`config.mk`:
```
export PLATFORM = sky130hd
export DESIGN_NAME = spi_len_host
export DESIGN_NICKNAME = d
export VERILOG_FILES = /design/src/rtl/spi_len_pkg.sv /design/src/rtl/spi_len_clkgen.sv /design/src/rtl/spi_len_shifter.sv /design/src/rtl/spi_len_txhold.sv /design/src/rtl/spi_len_rxpack.sv /design/src/rtl/spi_len_host.sv
export SDC_FILE = /design/constraint.sdc
export NUM_CORES = 1
export LEC_CHECK = 0
export BUFFER_PORTS_ARGS = -buffer_cell sky130_fd_sc_hd__buf_2
export CAP_MARGIN = 20
export CORE_ASPECT_RATIO = 0.75
export CORE_MARGIN = 2
export CORE_UTILIZATION = 59
export CTS_CLUSTER_DIAMETER = 80
export DETAILED_ROUTE_END_ITERATION = 12
export GPL_TIMING_DRIVEN = 1
export PLACE_DENSITY = 0.8
export SETUP_SLACK_MARGIN = 0.1
export SLEW_MARGIN = 25
export SYNTH_ARGS = -nofsm -noshare
export SYNTH_HDL_FRONTEND = slang
export SYNTH_SLANG_ARGS = --single-unit
export TNS_END_PERCENT = 20
```
`constraint.sdc`:
```
create_clock -name clk -period 4.4 [get_ports clk]
set_input_delay 0.22 -clock clk [delete_from_list [all_inputs] [get_ports clk]]
set_output_delay 0.22 -clock clk [all_outputs]
set_load 0.05 [all_outputs]
```
`src/rtl/spi_len_pkg.sv`:
```
package spi_len_pkg;

    localparam int BYTE_W     = 8;
    localparam int WORD_BYTES = 4;
    localparam int WORD_W     = BYTE_W * WORD_BYTES;
    localparam int IDX_W      = $clog2(WORD_BYTES);

    typedef logic [WORD_W-1:0] word_t;
    typedef logic [BYTE_W-1:0] byte_t;
    typedef logic [IDX_W-1:0]  lane_t;

    typedef enum logic [2:0] {
        ST_IDLE,
        ST_LEAD,
        ST_SHIFT,
        ST_WAIT,
        ST_TRAIL
    } state_e;

    // Place one byte into a word at a lane position.
    function automatic word_t put_lane(word_t w, lane_t i, byte_t b);
        word_t r;
        r = w;
        r[i*BYTE_W +: BYTE_W] = b;
        return r;
    endfunction

endpackage

```
`src/rtl/spi_len_clkgen.sv`:
```
module spi_len_clkgen #(
    parameter int DIV_W = 8
) (
    input  logic             clk,
    input  logic             rst,
    input  logic             en,
    input  logic [DIV_W-1:0] half,
    output logic             tick
);
    logic [DIV_W-1:0] cnt;
    logic [DIV_W-1:0] lim;

    always_comb begin
        lim  = (half == '0) ? DIV_W'(1) : half;
        tick = en && (cnt == lim - DIV_W'(1));
    end

    always_ff @(posedge clk) begin
        if (rst || !en) begin
            cnt <= '0;
        end else if (tick) begin
            cnt <= '0;
        end else begin
            cnt <= cnt + DIV_W'(1);
        end
    end
endmodule

```
`src/rtl/spi_len_shifter.sv`:
```
module spi_len_shifter
    import spi_len_pkg::*;
(
    input  logic  clk,
    input  logic  rst,
    input  logic  load,
    input  byte_t load_byte,
    input  logic  rise,
    input  logic  fall,
    input  logic  miso,
    output logic  mosi,
    output byte_t rx_byte,
    output logic  bit_last
);
    localparam int BC_W = $clog2(BYTE_W);

    byte_t         tx_sr;
    byte_t         rx_sr;
    logic [BC_W-1:0] bit_cnt;

    assign mosi     = tx_sr[BYTE_W-1];
    assign rx_byte  = rx_sr;
    assign bit_last = (bit_cnt == BC_W'(BYTE_W - 1));

    always_ff @(posedge clk) begin
        if (rst) begin
            tx_sr   <= '0;
            rx_sr   <= '0;
            bit_cnt <= '0;
        end else begin
            if (rise) begin
                rx_sr <= {rx_sr[BYTE_W-2:0], miso};
            end
            if (load) begin
                tx_sr   <= load_byte;
                bit_cnt <= '0;
            end else if (fall) begin
                tx_sr   <= {tx_sr[BYTE_W-2:0], 1'b0};
                bit_cnt <= bit_cnt + BC_W'(1);
            end
        end
    end
endmodule

```
`src/rtl/spi_len_txhold.sv`:
```
module spi_len_txhold
    import spi_len_pkg::*;
(
    input  logic  clk,
    input  logic  rst,
    input  logic  wr,
    input  word_t wr_data,
    input  logic  take,
    input  lane_t sel,
    output logic  avail,
    output byte_t sel_byte,
    output logic  hold_empty
);
    word_t hold_q;
    logic  hold_v;
    word_t shw_q;
    logic  shw_v;
    byte_t lanes [WORD_BYTES];

    for (genvar g = 0; g < WORD_BYTES; g++) begin : g_lane
        assign lanes[g] = shw_q[g*BYTE_W +: BYTE_W];
    end

    assign sel_byte   = lanes[sel];
    assign avail      = shw_v;
    assign hold_empty = !hold_v;

    always_ff @(posedge clk) begin
        if (rst) begin
            hold_q <= '0;
            hold_v <= 1'b0;
            shw_q  <= '0;
            shw_v  <= 1'b0;
        end else begin
            if (take) begin
                shw_v <= 1'b0;
            end
            if (!shw_v && hold_v) begin
                shw_q  <= hold_q;
                shw_v  <= 1'b1;
                hold_v <= 1'b0;
            end
            if (wr) begin
                hold_q <= wr_data;
                hold_v <= 1'b1;
            end
        end
    end
endmodule

```
`src/rtl/spi_len_rxpack.sv`:
```
module spi_len_rxpack
    import spi_len_pkg::*;
(
    input  logic  clk,
    input  logic  rst,
    input  logic  clr,
    input  logic  push,
    input  lane_t idx,
    input  byte_t in_byte,
    input  logic  final_b,
    output word_t rd_data,
    output logic  rxc
);
    word_t acc_q;
    word_t acc_n;

    always_comb begin
        acc_n = put_lane(acc_q, idx, in_byte);
    end

    always_ff @(posedge clk) begin
        if (rst) begin
            acc_q   <= '0;
            rd_data <= '0;
            rxc     <= 1'b0;
        end else begin
            rxc <= 1'b0;
            if (clr) begin
                acc_q <= '0;
            end else if (push) begin
                if (idx == lane_t'(WORD_BYTES - 1) || final_b) begin
                    rd_data <= acc_n;
                    rxc     <= 1'b1;
                    acc_q   <= '0;
                end else begin
                    acc_q <= acc_n;
                end
            end
        end
    end
endmodule

```
`src/rtl/spi_len_host.sv`:
```
module spi_len_host
    import spi_len_pkg::*;
#(
    parameter int LEN_W = 8,
    parameter int DIV_W = 8
) (
    input  logic              clk,
    input  logic              rst,
    input  logic [DIV_W-1:0]  cfg_half,
    input  logic [LEN_W-1:0]  cfg_len,
    input  logic              cfg_len_en,
    input  logic              start,
    input  logic              wr_en,
    input  logic [WORD_W-1:0] wr_data,
    output logic              dre,
    output logic [WORD_W-1:0] rd_data,
    output logic              rxc,
    output logic              txc,
    output logic              sck,
    output logic              ss_n,
    output logic              mosi,
    input  logic              miso
);
    localparam int WCNT_W = LEN_W - IDX_W + 1;

    function automatic logic [LEN_W-1:0] eff_len(logic en, logic [LEN_W-1:0] l);
        return en ? l : LEN_W'(WORD_BYTES);
    endfunction

    function automatic logic [WCNT_W-1:0] words_for(logic [LEN_W-1:0] l);
        logic [LEN_W:0] s;
        s = {1'b0, l} + (LEN_W+1)'(WORD_BYTES - 1);
        return WCNT_W'(s >> IDX_W);
    endfunction

    state_e             st;
    logic [LEN_W-1:0]   len_q;
    logic [DIV_W-1:0]   half_q;
    logic [LEN_W-1:0]   done_cnt;
    logic [WCNT_W-1:0]  words_acc;
    logic               tick;
    logic               clk_en;
    logic               avail;
    logic               hold_empty;
    byte_t              ld_byte;
    byte_t              rx_byte;
    logic               bit_last;
    logic               start_ok;
    logic               locked;
    logic               wr_acc;
    logic               rise;
    logic               fall;
    logic               load;
    logic               take;
    logic [LEN_W-1:0]   ld_cnt;
    logic               push;
    logic               last_byte;
    logic               finish;

    // Control decode
    always_comb begin
        start_ok  = start && (st == ST_IDLE) && !(cfg_len_en && cfg_len == '0);
        locked    = words_acc >= words_for((st == ST_IDLE) ? eff_len(cfg_len_en, cfg_len) : len_q);
        wr_acc    = wr_en && hold_empty && !locked;
        clk_en    = (st == ST_LEAD) || (st == ST_SHIFT) || (st == ST_TRAIL);
        rise      = (st == ST_SHIFT) && tick && !sck;
        fall      = (st == ST_SHIFT) && tick && sck;
        last_byte = (done_cnt == len_q - LEN_W'(1));
        push      = fall && bit_last;
        finish    = (st == ST_TRAIL) && tick;
        ld_cnt    = (st == ST_SHIFT) ? done_cnt + LEN_W'(1) : done_cnt;
        load      = 1'b0;
        unique case (st)
            ST_LEAD:  load = tick && avail;
            ST_WAIT:  load = avail;
            ST_SHIFT: load = push && !last_byte && avail;
            default:  load = 1'b0;
        endcase
        take = load && ((ld_cnt[IDX_W-1:0] == lane_t'(WORD_BYTES - 1)) ||
                        (ld_cnt == len_q - LEN_W'(1)));
    end

    assign dre = hold_empty;

    // Sequencer
    always_ff @(posedge clk) begin
        if (rst) begin
            st        <= ST_IDLE;
            len_q     <= '0;
            half_q    <= '0;
            done_cnt  <= '0;
            words_acc <= '0;
            sck       <= 1'b0;
            ss_n      <= 1'b1;
            txc       <= 1'b0;
        end else begin
            if (wr_acc) begin
                words_acc <= words_acc + WCNT_W'(1);
            end
            unique case (st)
                ST_IDLE: begin
                    if (start_ok) begin
                        st       <= ST_LEAD;
                        len_q    <= eff_len(cfg_len_en, cfg_len);
                        half_q   <= cfg_half;
                        done_cnt <= '0;
                        ss_n     <= 1'b0;
                        txc      <= 1'b0;
                    end
                end
                ST_LEAD: begin
                    if (tick) begin
                        st <= avail ? ST_SHIFT : ST_WAIT;
                    end
                end
                ST_WAIT: begin
                    if (avail) begin
                        st <= ST_SHIFT;
                    end
                end
                ST_SHIFT: begin
                    if (rise) begin
                        sck <= 1'b1;
                    end else if (fall) begin
                        sck <= 1'b0;
                        if (bit_last) begin
                            done_cnt <= done_cnt + LEN_W'(1);
                            if (last_byte) begin
                                st <= ST_TRAIL;
                            end else if (!avail) begin
                                st <= ST_WAIT;
                            end
                        end
                    end
                end
                ST_TRAIL: begin
                    if (finish) begin
                        st        <= ST_IDLE;
                        ss_n      <= 1'b1;
                        txc       <= 1'b1;
                        words_acc <= '0;
                    end
                end
                default: st <= ST_IDLE;
            endcase
        end
    end

    spi_len_clkgen #(.DIV_W(DIV_W)) u_clk (
        .clk  (clk),
        .rst  (rst),
        .en   (clk_en),
        .half (half_q),
        .tick (tick)
    );

    spi_len_txhold u_hold (
        .clk        (clk),
        .rst        (rst),
        .wr         (wr_acc),
        .wr_data    (wr_data),
        .take       (take),
        .sel        (ld_cnt[IDX_W-1:0]),
        .avail      (avail),
        .sel_byte   (ld_byte),
        .hold_empty (hold_empty)
    );

    spi_len_shifter u_shift (
        .clk       (clk),
        .rst       (rst),
        .load      (load),
        .load_byte (ld_byte),
        .rise      (rise),
        .fall      (fall),
        .miso      (miso),
        .mosi      (mosi),
        .rx_byte   (rx_byte),
        .bit_last  (bit_last)
    );

    spi_len_rxpack u_pack (
        .clk     (clk),
        .rst     (rst),
        .clr     (start_ok),
        .push    (push),
        .idx     (done_cnt[IDX_W-1:0]),
        .in_byte (rx_byte),
        .final_b (last_byte),
        .rd_data (rd_data),
        .rxc     (rxc)
    );
endmodule

```
==> results.py <==
metrics = {
    "synth": {
        "syn_inst": 1166,
        "synth_edf_count": 0,
        "synth_area_um2": 9300,
        "synth-seq-cells": 195,
        "synth_ff_type": "dfxtp_1",
        "yosysUniqueCellTypes": 70,
        "avgSynthCellArea_um2": 7.98,
        "ys_warn_count": 0,
        "syn_nets": 1240,
        "seq_area_frac_synth": 0.420,
        "async_flop_share": 0,
    },
    "sta": {
        "finClkSkew_ps": 11.5,
        "setup_viol_count_final": 0,
        "fin_crit_sh": 0.824,
        "max_freq_ghz": 0.276,
        "hold_ws_ps": 5.53,
        "period_needed_ps": 3620,
        "rsz0062_at_grt": "no",
        "fin_setup_tns_ps": 0,
        "slew_headroom": 0.357,
        "drv_slew": 0,
        "hold_violations": 0,
        "worst_pin_slew_ps": 957,
    },
    "routing": {
        "wl_met1_um": 10500,
        "dr.pass1.iters": 6,
        "drt_iter0_markers": 988,
        "wl_per_cell_um": 15.6,
        "ant_nets": 0,
        "wl_um": 22500,
        "drc": 0,
        "viasPerCell": 5.81,
        "top_layer": "met4",
        "wl_met3_um": 1850,
        "dr_wl_met2_um": 9870,
        "vias": 8386,
    },
    "pwr": {
        "p_clk_frac": 0.317,
        "p_sw_frac": 0.357,
        "combPwrFrac": 0.260,
        "p_leak_nw": 4.08,
        "powerDensity_nw_per_um2": 457,
        "p_int_w": 0.00309,
        "seq_power_share": 0.423,
        "irDropWorstVdd_mv": 0.409,
        "power.switching_w": 0.00172,
    },
    "critical_path": {
        "worstPathRequired_ps": 4740,
        "worstPathMaxFanout": 35,
        "critPathSlowestCell": "dfxtp_1",
        "ff2ff_path_depth": 14,
        "worstReg2RegStart": "st[2]",
        "crit_type": "reg -> reg",
        "path_common_cell": "buf_4",
        "slowest_delay_ps": 420,
        "rrSetupSlack_ps": 780,
        "cp.arrival_ps": 3970,
        "crit_path_end": "words_acc[2]",
        "cp-end-kind": "flop",
        "crit_chain": "nor3_1, buf_4, and3_1, a21oi_1, nor3_1, xnor2_1, ha_1, a21o_1, a2111oi_1, buf_4, o21a_1, buf_4, a21boi_0, o21ba_2",
        "crit_path_start": "st[2]",
        "r2r_end": "words_acc[2]",
        "startpoint_type": "flop",
    },
    "floorplanning": {
        "rows": 39,
        "ios": 92,
        "die_x_um": 149,
        "die_h_um": 113,
        "initial_core_util": 0.607,
        "die_area_um2": 16800,
        "core_area_um2": 15300,
    },
    "clocking": {
        "htree_levels": 4,
        "clock_sinks": 195,
        "ctsHoldBuffers": 7,
        "root_buffer": "clkbuf_16",
        "cts-resized-gates": 0,
        "clk_latency_ps": 450,
        "cts_setup_buffers": 0,
        "max-clock-path-buffers": 2,
        "cts_tree": "yes",
        "numCtsBuffers": 17,
        "clkTransAtPathRegs_ps": 70,
    },
    "layout": {
        "nets": 1300,
        "drive_above_1_share": 0.133,
        "final_cell_area_um2": 10500,
        "area_growth_pct": 13.0,
        "postLayoutCoreUtil": 0.686,
        "n_antenna_cell": 0,
    },
    "placed_design": {
        "io_buffers": 91,
        "placed_area_um2": 9820,
        "globalplace.congestion": 0.926,
        "dp_hpwl_um": 15100,
    },
    "grt": {
        "grt_usage": 0.275,
        "first_global_vias": 7606,
        "grt_pass1_wl_um": 37500,
        "antenna_found_initial": 0,
        "globalRouteOverflowTotal": 0,
        "grt_start_max_net_pins": 87,
    },
    "flow_run": {
        "cap_violations": 0,
    },
    "worst_hold_path": {
        "hold_class": "in -> reg",
    },
    "outcome": {
        "status": "finished clean",
    },
}
[through the flow]
stage	instances	worst slack (ps)	power [W]
final	1444	776	0.00481
after global routing	1444	474	0.00508
after CTS	1442	806	0.00480
after detailed placement	1403	850	0.00329
after global placement	1403	879	0.00326
after floorplan	1166	706	0.00299
[synth_stat cells (4+ instances only)]
cell | count | area (µm²)
nand4_1 | 10 | 62.6
xnor2_1 | 26 | 228
nor2b_1 | 5 | 31.3
clkbuf_1 | 53 | 199
ha_1 | 20 | 250
or4_1 | 8 | 60.1
nand3_1 | 58 | 290
and2_1 | 5 | 31.3
nand2b_1 | 4 | 25.0
nor2_1 | 76 | 285
buf_1 | 4 | 15.0
dfxtp_1 | 195 | 3900
a21oi_1 | 136 | 681
buf_6 | 5 | 56.3
o31ai_1 | 4 | 30.0
and3_1 | 7 | 43.8
mux4_2 | 8 | 180
mux2i_1 | 40 | 400
buf_2 | 11 | 55.1
nor3_1 | 13 | 65.1
o221ai_1 | 7 | 61.3
o21ai_0 | 45 | 225
or3_1 | 14 | 87.6
nand2_1 | 259 | 972
inv_1 | 50 | 188
xor2_1 | 21 | 184
o211ai_1 | 4 | 30.0
a31oi_1 | 14 | 87.6
[critical path, delay by kind of cell (launching register included)]
kind	cells	cell delay, ps
buffers and inverters	3	750
AOI/OAI and AO/OA	6	1120
DFF	1	420
adders and majority gates	1	260
and+or+nand+nor	3	810
xor gates and xnor gates	1	180
[final cells by class]
type	count	area (µm²)
flip-flops and latches	195	3900
repair buffers	114	653
fillers	1265	4810
clock buffers	17	425
well taps	205	256
multi-input cells	848	4910
inverters	50	188
clock inverters	15	168
[cells in the final DEF (no fill, tap or decap), drive strengths merged, types with 10 or more instances in the layout]
| cell | count |
|---|---|
| ha | 20 |
| dfxtp | 195 |
| nand3 | 58 |
| or3 | 15 |
| nand2 | 259 |
| o21ai | 48 |
| a21oi | 137 |
| nor2 | 76 |
| nand4 | 10 |
| xor2 | 21 |
| xnor2 | 26 |
| mux2i | 40 |
| clkbuf | 17 |
| inv | 55 |
| buf | 105 |
| a31oi | 14 |
| nor3 | 16 |
[logic make-up after synthesis]
kind of cell             after synthesis  synth area share
multiplexers                          48            0.0624
flip-flops                           195             0.420
adder cells (fa/ha/maj)               20            0.0269
buffers and inverters                123            0.0552
AND/OR/NAND/NOR                      485             0.235
XOR/XNOR                              47            0.0443
AO/OA/AOI/OAI                        248             0.156
[flip-flops by register name, summed over array words and instances (netlist names), 32 cells and up]
name	flops
u_pack.rd_data	32
u_hold.shw_q	32
u_pack.acc_q	32
u_hold.hold_q	32
[routing by layer]
| metal | track usage | vias up |
|---|---|---|
| met5 | 0 | - |
| met4 | 0.0813 | 0 |
| met3 | 0.0573 | 34 |
| met2 | 0.415 | 350 |
| met1 | 0.400 | 3887 |
| li1 | - | 4115 |
[power groups by stage]
stage	clock network (W)	registers [W]	logic, W
after floorplan	0	0.00201	0.000978
after global placement	0	0.00206	0.00120
after detailed placement	0	0.00207	0.00122
after CTS	0.00154	0.00203	0.00123
after global routing	0.00164	0.00205	0.00139
final	0.00152	0.00203	0.00125
[worst min path at each step]
stage / startpoint / endpoint / slack, ps / cells past startpoint
floorplan: wr_data[0] / u_hold.hold_q[0] / 360 / 2
CTS: cfg_half[6] / half_q[6] / 0.2 / 3
global placement: u_pack.acc_q[30] / u_pack.acc_q[30] / 440 / 2
finish: cfg_half[6] / half_q[6] / 6 / 3
global route: wr_data[7] / u_hold.hold_q[7] / 4 / 3
detailed placement: u_pack.acc_q[21] / u_pack.acc_q[21] / 440 / 2
Power figures use the tool's default switching activity.
